<file path="src/rtl/tri_timer_pkg.sv">
package tri_timer_pkg;
   localparam int CTL_W   = 6;
   localparam int STS_W   = 6;
   localparam int EVC_W   = 3;
   localparam int N_MATCH = 3;
   localparam int NUM_GRP = 11;
   localparam int BIT_INTERVAL = 1;
   localparam int BIT_DOWN     = 2;
   localparam logic [CTL_W-1:0] CTL_RST_VAL = 6'h21;

   typedef enum logic [3:0] {
      GRP_CLK = 4'd0, GRP_CTL = 4'd1, GRP_VAL = 4'd2, GRP_IVL = 4'd3,
      GRP_MA  = 4'd4, GRP_MB  = 4'd5, GRP_MC  = 4'd6, GRP_STS = 4'd7,
      GRP_IEN = 4'd8, GRP_EVC = 4'd9, GRP_EVV = 4'd10
   } reg_grp_e;
endpackage

</file>
<file path="src/rtl/ttr_decode.sv">
module ttr_decode
   import tri_timer_pkg::*;
#(
   parameter int ADDR_W = 12,
   parameter int NUM_CH = 3,
   localparam int CH_W  = $clog2(NUM_CH)
) (
   input  logic [ADDR_W-1:0] addr,
   output reg_grp_e          grp,
   output logic [CH_W-1:0]   ch,
   output logic              hit
);
   localparam int WORD_W = ADDR_W - 2;

   if (WORD_W < 6) begin : g_bad_addr
      $error("ttr_decode: ADDR_W too small for the register window");
   end

   logic [WORD_W-1:0] word, grp_idx, ch_idx;

   always_comb begin
      word    = addr[ADDR_W-1:2];
      grp_idx = word / WORD_W'(NUM_CH);
      ch_idx  = word % WORD_W'(NUM_CH);
      hit     = (grp_idx < WORD_W'(NUM_GRP));
      ch      = ch_idx[CH_W-1:0];
      grp     = hit ? reg_grp_e'(grp_idx[3:0]) : GRP_CLK;
   end
endmodule

</file>
<file path="src/rtl/ttr_channel.sv">
module ttr_channel
   import tri_timer_pkg::*;
#(
   parameter int DATA_W = 32,
   parameter int CNT_W  = 16
) (
   input  logic                     clk,
   input  logic                     rst_n,
   input  logic                     wr_en,
   input  logic                     rd_en,
   input  reg_grp_e                 grp,
   input  logic [DATA_W-1:0]        wdata,
   input  logic [STS_W-1:0]         sts_set,
   input  logic [CNT_W-1:0]         remain,
   input  logic [CNT_W-1:0]         ev_count,
   output logic [CTL_W-1:0]         clk_ctrl,
   output logic [CTL_W-1:0]         cnt_ctrl,
   output logic [CNT_W-1:0]         interval,
   output logic [N_MATCH*CNT_W-1:0] match,
   output logic [EVC_W-1:0]         ev_ctrl,
   output logic [DATA_W-1:0]        rdata,
   output logic                     irq
);
   if (DATA_W < CNT_W) begin : g_bad_width
      $error("ttr_channel: DATA_W must hold a count");
   end

   logic [STS_W-1:0] sts_q, ien_q, sts_d;
   logic [CNT_W-1:0] limit, live;

   always_ff @(posedge clk or negedge rst_n) begin
      if (!rst_n) begin
         clk_ctrl <= '0;
         cnt_ctrl <= CTL_RST_VAL;
         interval <= '0;
         ien_q    <= '0;
         ev_ctrl  <= '0;
      end else if (wr_en) begin
         case (grp)
            GRP_CLK: clk_ctrl <= wdata[CTL_W-1:0];
            GRP_CTL: cnt_ctrl <= wdata[CTL_W-1:0];
            GRP_IVL: interval <= wdata[CNT_W-1:0];
            GRP_IEN: ien_q    <= wdata[STS_W-1:0];
            GRP_EVC: ev_ctrl  <= wdata[EVC_W-1:0];
            default: ;
         endcase
      end
   end

   for (genvar m = 0; m < N_MATCH; m++) begin : g_match
      localparam logic [3:0] MGRP = 4'(GRP_MA) + 4'(m);
      always_ff @(posedge clk or negedge rst_n) begin
         if (!rst_n)
            match[m*CNT_W +: CNT_W] <= '0;
         else if (wr_en && (4'(grp) == MGRP))
            match[m*CNT_W +: CNT_W] <= wdata[CNT_W-1:0];
      end
   end

   always_comb begin
      if (wr_en && grp == GRP_STS)
         sts_d = (sts_q & ~wdata[STS_W-1:0]) | sts_set;
      else if (rd_en && grp == GRP_STS)
         sts_d = sts_set;
      else
         sts_d = sts_q | sts_set;
   end

   always_ff @(posedge clk or negedge rst_n) begin
      if (!rst_n) sts_q <= '0;
      else        sts_q <= sts_d;
   end

   always_comb begin
      limit = cnt_ctrl[BIT_INTERVAL] ? interval : {CNT_W{1'b1}};
      live  = cnt_ctrl[BIT_DOWN] ? remain : (limit - remain);
   end

   always_comb begin
      case (grp)
         GRP_CLK: rdata = DATA_W'(clk_ctrl);
         GRP_CTL: rdata = DATA_W'(cnt_ctrl);
         GRP_VAL: rdata = DATA_W'(live);
         GRP_IVL: rdata = DATA_W'(interval);
         GRP_MA:  rdata = DATA_W'(match[0*CNT_W +: CNT_W]);
         GRP_MB:  rdata = DATA_W'(match[1*CNT_W +: CNT_W]);
         GRP_MC:  rdata = DATA_W'(match[2*CNT_W +: CNT_W]);
         GRP_STS: rdata = DATA_W'(sts_q);
         GRP_IEN: rdata = DATA_W'(ien_q);
         GRP_EVC: rdata = DATA_W'(ev_ctrl);
         GRP_EVV: rdata = DATA_W'(ev_count);
         default: rdata = '0;
      endcase
   end

   assign irq = |(sts_q & ien_q);
endmodule

</file>
<file path="src/rtl/tri_timer_regs.sv">
module tri_timer_regs
   import tri_timer_pkg::*;
#(
   parameter int ADDR_W = 12,
   parameter int DATA_W = 32,
   parameter int CNT_W  = 16,
   parameter int NUM_CH = 3
) (
   input  logic                            clk,
   input  logic                            rst_n,
   input  logic [ADDR_W-1:0]               bus_addr,
   input  logic                            bus_rd,
   input  logic                            bus_wr,
   input  logic [DATA_W-1:0]               bus_wdata,
   output logic [DATA_W-1:0]               bus_rdata,
   input  logic [NUM_CH*STS_W-1:0]         st_set,
   input  logic [NUM_CH*CNT_W-1:0]         cnt_remain,
   input  logic [NUM_CH*CNT_W-1:0]         ev_count,
   output logic [NUM_CH*CTL_W-1:0]         cfg_clk,
   output logic [NUM_CH*CTL_W-1:0]         cfg_cnt,
   output logic [NUM_CH*CNT_W-1:0]         cfg_interval,
   output logic [NUM_CH*N_MATCH*CNT_W-1:0] cfg_match,
   output logic [NUM_CH*EVC_W-1:0]         cfg_evctl,
   output logic [NUM_CH-1:0]               irq
);
   localparam int CH_W = $clog2(NUM_CH);

   if (NUM_CH != 3) begin : g_bad_ch
      $error("tri_timer_regs: the interleaved map serves exactly three channels");
   end

   reg_grp_e          dec_grp;
   logic [CH_W-1:0]   dec_ch;
   logic              dec_hit;
   logic [DATA_W-1:0] ch_rdata [NUM_CH];
   logic [DATA_W-1:0] rd_mux;

   ttr_decode #(.ADDR_W(ADDR_W), .NUM_CH(NUM_CH)) u_dec (
      .addr(bus_addr), .grp(dec_grp), .ch(dec_ch), .hit(dec_hit)
   );

   for (genvar c = 0; c < NUM_CH; c++) begin : g_ch
      logic sel;
      assign sel = dec_hit && (dec_ch == CH_W'(c));
      ttr_channel #(.DATA_W(DATA_W), .CNT_W(CNT_W)) u_ch (
         .clk      (clk),
         .rst_n    (rst_n),
         .wr_en    (bus_wr && sel),
         .rd_en    (bus_rd && sel),
         .grp      (dec_grp),
         .wdata    (bus_wdata),
         .sts_set  (st_set[c*STS_W +: STS_W]),
         .remain   (cnt_remain[c*CNT_W +: CNT_W]),
         .ev_count (ev_count[c*CNT_W +: CNT_W]),
         .clk_ctrl (cfg_clk[c*CTL_W +: CTL_W]),
         .cnt_ctrl (cfg_cnt[c*CTL_W +: CTL_W]),
         .interval (cfg_interval[c*CNT_W +: CNT_W]),
         .match    (cfg_match[c*N_MATCH*CNT_W +: N_MATCH*CNT_W]),
         .ev_ctrl  (cfg_evctl[c*EVC_W +: EVC_W]),
         .rdata    (ch_rdata[c]),
         .irq      (irq[c])
      );
   end

   always_comb begin
      rd_mux = '0;
      for (int c = 0; c < NUM_CH; c++)
         if (dec_hit && bus_rd && dec_ch == CH_W'(c)) rd_mux = ch_rdata[c];
   end

   always_ff @(posedge clk or negedge rst_n) begin
      if (!rst_n) bus_rdata <= '0;
      else        bus_rdata <= rd_mux;
   end
endmodule

</file>
<file path="config.mk">
export PLATFORM = sky130hd
export DESIGN_NAME = tri_timer_regs
export DESIGN_NICKNAME = d
export VERILOG_FILES = /design/src/rtl/tri_timer_pkg.sv /design/src/rtl/ttr_decode.sv /design/src/rtl/ttr_channel.sv /design/src/rtl/tri_timer_regs.sv
export SDC_FILE = /design/constraint.sdc
export NUM_CORES = 1
export LEC_CHECK = 0
export BUFFER_PORTS_ARGS = -buffer_cell sky130_fd_sc_hd__buf_2
export CAP_MARGIN = 0
export CORE_UTILIZATION = 28
export CTS_CLUSTER_SIZE = 16
export DETAILED_ROUTE_END_ITERATION = 8
export PLACE_DENSITY_LB_ADDON = 0.1
export RECOVER_POWER = 50
export SKIP_LAST_GASP = 1
export SYNTH_ARGS = -nofsm -noshare
export SYNTH_HDL_FRONTEND = slang
export SYNTH_SLANG_ARGS = --single-unit
</file>
<file path="constraint.sdc">
create_clock -name clk -period 4.6 [get_ports clk]
set_input_delay 0.69 -clock clk [delete_from_list [all_inputs] [get_ports clk]]
set_output_delay 0.69 -clock clk [all_outputs]
set_load 0.05 [all_outputs]
</file>
Yosys cells after proc, flatten, opt, wreduce, memory -nomap -nowiden
Cells that the tools add are included.
- bits in registers: 305
- bits of input ports: 162
- output and inout bits: 272
- logic and storage cells: 126
- add/subtract/negate cells: 3
- div/mod/pow operators: 2
- $lt $le $gt $ge: 1
- equal/unequal tests: 12
- muxes and demuxes: 19
- bitwise operators: 13
- reduce and logical (&&, ||, !) cells: 48
- operators with widths (operator ; count):
    one-hot mux 16 bit (11 select lines) ; 3
    two-way mux 16 bit ; 6
    two-way mux 32 bit ; 3
    subtractor 16 bit ; 3
    AND 6 bit ; 6
    two-way mux 6 bit ; 6
    bitwise OR 6 bit ; 6
    AND reduction 2 bit ; 15
    logical AND 1 bit ; 28
    OR reduction 6 bit ; 3
    == test 4 x 3 -> 1 bit, second input constant ; 4
    == test 4 bit, second input constant ; 3
    divider 10 x 2 -> 10 bit, second input constant ; 1
    less-than comparator 10 x 4 -> 1 bit, second input constant ; 1
    modulo 10 x 2 -> 10 bit, second input constant ; 1
    == test 4 x 2 -> 1 bit, second input constant ; 2
    NOT 6 bit ; 1
    == test 4 x 1 -> 1 bit, second input constant ; 1
    logical NOT 4 bit ; 1
    two-way mux 4 bit ; 1
    == test 2 x 1 -> 1 bit, second input constant ; 1
    == test 2 bit, second input constant ; 1
    logical NOT 2 bit ; 1

Logic depth before layout (Yosys ltp)
- depth after elaboration: 8
- mapped depth: 28
- gate-level depth less buffers: 20

By module
From an unflattened synthesis, not the netlist that was laid out.
- cells, all modules: 1764
- area, all modules: 18720.5 um2
- by module, submodules not included (module ; times used ; cells an instance ; area an instance (um2) ; sequential area each (um2)):
    ttr_channel ; 3 ; 499 ; 5397.7 ; 2279.7
    tri_timer_regs ; 1 ; 152 ; 1756.7 ; 800.8
    ttr_decode ; 1 ; 115 ; 770.7 ; 0.0

Least setup slack after synthesis
OpenSTA, ideal clock, no wires.
- kind: input -> register
- from: input bus_addr[9]
- to: register g_ch[1].u_ch.match[39]
- library setup time: 0.125 ns
- arrival: 5.249 ns
- data required time: 4.475 ns
- slack: -0.774 ns
- stages: 25
- buffers on the path: 7
- cell sequence: buf_2 > or3b_1 > and3_1 > o32a_1 > nand2_1 > a211oi_1 > a31oi_1 > ha_1 > clkbuf_1 > inv_1 > and3_1 > buf_2 > xnor2_1 > ha_1 > a31oi_1 > and2_1 > buf_2 > nand2b_1 > buf_2 > o32ai_2 > nand3_1 > buf_2 > nor2_2 > buf_4 > mux2_2
- cells in the longest elaborated chain, start to end: 5
- elaborated cells on any way between the ends: 9
- RTL lines (element ; RTL line ; text):
    from (decl) ; tri_timer_regs.sv:11 ; input logic [ADDR_W-1:0] bus_addr,
    divider 10 x 2 -> 10 bit or modulo 10 x 2 -> 10 bit (tied branches) ; ttr_decode.sv:23, ttr_decode.sv:24 ;
    less-than comparator 10 x 4 -> 1 bit or == test 2 x 1 -> 1 bit (tied branches) ; ttr_decode.sv:25, tri_timer_regs.sv:44 ;
    two-way mux 4 bit or logical AND 1 bit (tied branches) ; ttr_decode.sv:27, tri_timer_regs.sv:44 ;
    == test 4 x 3 -> 1 bit or logical AND 1 bit (tied branches) ; ttr_channel.sv:55, tri_timer_regs.sv:48 ;
    logical AND 1 bit * ; ttr_channel.sv:55 ; else if (wr_en && (4'(grp) == MGRP))
    to (signal, indexed assignment) ; ttr_channel.sv:56 ; match[m*CNT_W +: CNT_W] <= wdata[CNT_W-1:0];
    to (decl) ; ttr_channel.sv:19 ; output logic [N_MATCH*CNT_W-1:0] match,
Every way passes the cells marked *; elsewhere a longest branch is shown, timed or not.
A chain may end at the register's enable or synchronous reset.

Worst setup path in the final report
- from: input bus_addr[9]
- to: register bus_rdata[7]
- cells in the longest elaborated chain, start to end: 8
- elaborated cells on any way between the ends: 28
- RTL lines (element ; RTL line ; text):
    divider 10 x 2 -> 10 bit ; ttr_decode.sv:23 ; grp_idx = word / WORD_W'(NUM_CH);
    less-than comparator 10 x 4 -> 1 bit ; ttr_decode.sv:25 ; hit = (grp_idx < WORD_W'(NUM_GRP));
    two-way mux 4 bit ; ttr_decode.sv:27 ; grp = hit ? reg_grp_e'(grp_idx[3:0]) : GRP_CLK;
    == test 4 bit (tied with other cells) ; ttr_channel.sv:80 ; case (grp)
    one-hot mux 16 bit (11 select lines) ; ttr_channel.sv:80 ;
    two-way mux 32 bit (2 in a row) ; tri_timer_regs.sv:68 ; if (dec_hit && bus_rd && dec_ch == CH_W'(c)) rd_mux = ch_rdata[c];
    two-way mux 32 bit * ; tri_timer_regs.sv:68 ;
    net rd_mux[7] ; tri_timer_regs.sv:36 ; logic [DATA_W-1:0] rd_mux;
    to (signal assigned) ; tri_timer_regs.sv:73 ; else bus_rdata <= rd_mux;
    to (decl) ; tri_timer_regs.sv:15 ; output logic [DATA_W-1:0] bus_rdata,
Mark *: on every way through the listed nets, which the timed path passes. The rest lies on a longest branch.

==> flow_metrics.env <==
export IMPL_cap_violations=1
export IMPL_final_area_sq_um=23600
export IMPL_launch_instance_of_the_worst_min_delay_path="st_set[13]"
export IMPL_drt_antenna_violating_nets=0
export IMPL_die_y_um=249
export IMPL_clockRootBuffer="sky130_fd_sc_hd__clkbuf_16"
export IMPL_setup_worst_path_end_class="register"
export IMPL_worst_path_largest_cell_delay_ns=0.56
export IMPL_worstPathArrival_ns=5.02
export IMPL_timing_max_slew_rel_slack=-1.45
export IMPL_grt_setup_unrepaired="true"
export IMPL_r2r_cells=14
export IMPL_pwr_density_cell_nw_per_um2=292
export IMPL_floorplan_die_area_sq_um=62100
export IMPL_hold_path_endpoint="g_ch[2].u_ch.sts_q[1]$_DFF_PN0_"
export IMPL_distinct_cell_type_count_after_synthesis=90
export IMPL_fin_util=0.391
export IMPL_cts_htree_levels=2
export IMPL_hp_class="in -> reg"
export IMPL_final_hold_violation_count=0
export IMPL_routed_wirelength_um=79500
export IMPL_worstReg2RegStart="g_ch[2].u_ch.cnt_ctrl[1]$_DFFE_PN0P_"
export IMPL_clock_tree_buffer_depth=3
export IMPL_core_rowCount=90
export IMPL_crit_path_max_fanout=11
export IMPL_synth_cells=1635
export IMPL_synthesis_area_per_instance_sq_um=10.5
export IMPL_report_final_slew_viol_count=63
export IMPL_worst_hold_margin_ns=0.348
export IMPL_synth_top_area_share=0.414
export IMPL_antenna_violations_before_repair=5
export IMPL_drt_wirelength_per_cell_um=26.4
export IMPL_synth_flop_cell="sky130_fd_sc_hd__dfrtp_1"
export IMPL_worst_ir_drop_vdd_mv=0.165
export IMPL_grt_start_max_net_pins=125
export IMPL_timing_reg2reg_setup_slack_ns=0.71
export IMPL_cts_sink_count=289
export IMPL_period_utilization=0.997
export IMPL_clk_latency_ns=0.56
export IMPL_ioPinCount=434
export IMPL_min_delay_path_depth=2
export IMPL_tritoncts="built"
export IMPL_worstReg2RegEnd="bus_rdata[13]$_DFF_PN0_"
export IMPL_synth_edff_count=0
export IMPL_final_net_count=2408
export IMPL_place_port_buffers=399
export IMPL_overall_power_of_the_completed_layout_mw=6.90
export IMPL_cts_clk_slew_worst_paths_ns=0.06
export IMPL_worst_path_buf_inv=6
export IMPL_vias_in_the_first_global_route=16300
export IMPL_yosysTopAreaCell="sky130_fd_sc_hd__dfrtp_1"
export IMPL_synth_async_sr_flop_share=1.00
export IMPL_routed_via_density=5.31
export IMPL_ys_warn_count=0
export IMPL_coreArea_sq_um=60400
export IMPL_run_status="complete, but fails checks"
export IMPL_fin_crit_ns=4.58
export IMPL_power_static_leakage_nw=11.7
export IMPL_syn_to_final_growth_pct=38.1
export IMPL_tightestPinTransition_ns=3.67
export IMPL_num_vias=16000
export IMPL_gr_usage_all_layers=0.250
export IMPL_remaining_drc_errors=0
export IMPL_critical_path_slowest_cell="sky130_fd_sc_hd__a222oi_1"
export IMPL_first_pass_iters=7
export IMPL_cts_made_buffers=38
export IMPL_cp_data_required_time_ns=5.03
export IMPL_grt_pass1_wl_um=114000
export IMPL_hpwl_um=60600
export IMPL_gp_routability_congestion=0.882
export IMPL_cpLargestDelayFamily="compound AO/OA/AOI/OAI gates"
export IMPL_cell_types_with_the_largest_area_share_after_synthesis="sky130_fd_sc_hd__dfrtp_1 (41%), sky130_fd_sc_hd__mux2_2 (15%), sky130_fd_sc_hd__ha_1 (3.4%), sky130_fd_sc_hd__nand2_1 (2.7%), sky130_fd_sc_hd__a222oi_1 (2.5%)"
export IMPL_clock_fmax_mhz=218
export IMPL_worstPathCellList="buf_4 > or3b_4 > and3_4 > o32a_1 > buf_4 > a21oi_1 > o2111ai_1 > and3_4 > xnor2_2 > ha_2 > a31oi_4 > and2_4 > nand2b_4 > buf_4 > nor3_2 > buf_12 > buf_12 > buf_12 > a222oi_1 > a21oi_1 > a221o_1"
export IMPL_cp_start_kind="primary input"
export IMPL_setup_viol=0
export IMPL_placed_area_sq_um=21900
export IMPL_grt_ovfl_total=0
export IMPL_path_class="in -> reg"
export IMPL_drt_iter0_markers=1532
export IMPL_initial_utilization=0.284
export IMPL_violations="capacitance limit, slew limit"
export IMPL_fp_dieW_um=249
export IMPL_synth_area_sq_um=17100
export IMPL_clock_skew_final_ns=0.0216
export IMPL_number_of_register_bits_inferred_by_synthesis=289
export IMPL_synth_yosys_seq_area_share=0.423
export IMPL_post_route_cells_drive_above_1_share=0.464
worst max path at each step:
stage                       startpoint                            endpoint  slack [ns]  depth (start not counted)
after global placement     bus_addr[9]              bus_rdata[7]$_DFF_PN0_       -0.73                         23
after global routing      bus_addr[10]              bus_rdata[0]$_DFF_PN0_       -0.11                         22
final                      bus_addr[9]              bus_rdata[7]$_DFF_PN0_        0.02                         21
after detailed placement   bus_addr[9]              bus_rdata[0]$_DFF_PN0_       -0.72                         22
after floorplan            bus_addr[9]  g_ch[0].u_ch.match[16]$_DFFE_PN0P_       -0.53                         27
after CTS                  bus_addr[9]              bus_rdata[7]$_DFF_PN0_       0.007                         22
power breakdown:
part,switching (mW),internal [mW]
Combinational,0.766,0.458
Clock,1.21,1.83
Sequential,0.0574,2.58
Total,2.03,4.87
placed cells by master, fill, tap and decap left out, types with 43 or more instances in the layout:
master and instances:
sky130_fd_sc_hd__o21ai_0 62, sky130_fd_sc_hd__dfrtp_1 283, sky130_fd_sc_hd__a22oi_1 45, sky130_fd_sc_hd__mux2_4 52, sky130_fd_sc_hd__ha_1 45, sky130_fd_sc_hd__nand2b_1 53
sky130_fd_sc_hd__a21oi_1 54, sky130_fd_sc_hd__nand2_1 113, sky130_fd_sc_hd__buf_4 202, sky130_fd_sc_hd__a222oi_1 43, sky130_fd_sc_hd__mux2_2 190, sky130_fd_sc_hd__inv_1 64
sky130_fd_sc_hd__buf_2 373
worst reg2reg max path, delay by kind of cell, from the launching register on:
family                   cells  cell delay, ns
XOR/XNOR                     1            0.19
flip-flops                   1            0.55
adder cells (fa/ha/maj)      1            0.29
AO/OA/AOI/OAI                9            2.31
AND/OR/NAND/NOR              3            0.44
area by class of cell:
class	count	area [sq um]
antenna	5	12.5
clock buffer	56	1100
clock inverter	12	149
fill	6060	36700
inverter	66	253
multi-input combinational	1160	9690
sequential	289	7240
tap	782	978
timing repair buffer	641	4210
synthesized netlist by cell type, types with 13 or more instances:
cell and instances:
sky130_fd_sc_hd__nand4_1 13, sky130_fd_sc_hd__nand2_1 121, sky130_fd_sc_hd__a221o_1 20, sky130_fd_sc_hd__buf_2 27, sky130_fd_sc_hd__nor2_1 42, sky130_fd_sc_hd__mux2_2 222, sky130_fd_sc_hd__mux2_1 33, sky130_fd_sc_hd__dfrtp_1 283
sky130_fd_sc_hd__nor2b_1 22, sky130_fd_sc_hd__nand3_1 45, sky130_fd_sc_hd__a31o_2 13, sky130_fd_sc_hd__nand2b_1 55, sky130_fd_sc_hd__a31oi_1 19, sky130_fd_sc_hd__a222oi_1 43, sky130_fd_sc_hd__a21o_1 13, sky130_fd_sc_hd__buf_4 26
sky130_fd_sc_hd__a22oi_1 45, sky130_fd_sc_hd__nor3_1 20, sky130_fd_sc_hd__inv_1 65, sky130_fd_sc_hd__ha_1 47, sky130_fd_sc_hd__a21oi_1 59, sky130_fd_sc_hd__xnor2_1 23, sky130_fd_sc_hd__o21ai_0 68, sky130_fd_sc_hd__clkbuf_1 76
sky130_fd_sc_hd__a221oi_1 26
metrics by stage:
step / setup TNS [ns] / instances / setup WS, ns
finish: 0 / 3011 / 0.0157
global route: -2.25 / 3008 / -0.111
CTS: 0 / 2995 / 0.00707
detailed placement: -152.41 / 2924 / -0.716
global placement: -148.13 / 2924 / -0.732
floorplan: -94.14 / 1650 / -0.529
routing by layer:
metal | GRT usage | up-vias | wire length, um
met5 | 0 | - | 13
met1 | 0.336 | 8177 | 35400
met2 | 0.413 | 518 | 37700
li1 | - | 7217 | -
met3 | 0.0494 | 79 | 4840
met4 | 0.0600 | 2 | 1620
cells by family after synthesis:
kind of cell    share of synthesized area
compound gates                      0.179
mux                                 0.175
flops                               0.423
buf+inv                            0.0526
simple gates                        0.115
xor+xnor                           0.0174
fa+ha+maj                          0.0379
other cells                      0.000219
registers in the layout, summed over array words and instances, names as in the netlist:
signal,count
g_ch.u_ch.ien_q,18
g_ch.u_ch.interval,48
g_ch.u_ch.sts_q,18
g_ch.u_ch.match,144
g_ch.u_ch.clk_ctrl,18
g_ch.u_ch.cnt_ctrl,18
g_ch.u_ch.ev_ctrl,9
bus_rdata,16
what timing repair did:
action                                  4_1_cts  5_1_grt
cloned                                        0        0
endpoints found under the setup margin       95      283
endpoints found under the hold margin         0        0
pin swaps                                     5       28
hold buffers                                  0        0
resized for setup                            16       73
buffers inserted                              3       12
Power figures use the tool's default switching activity.
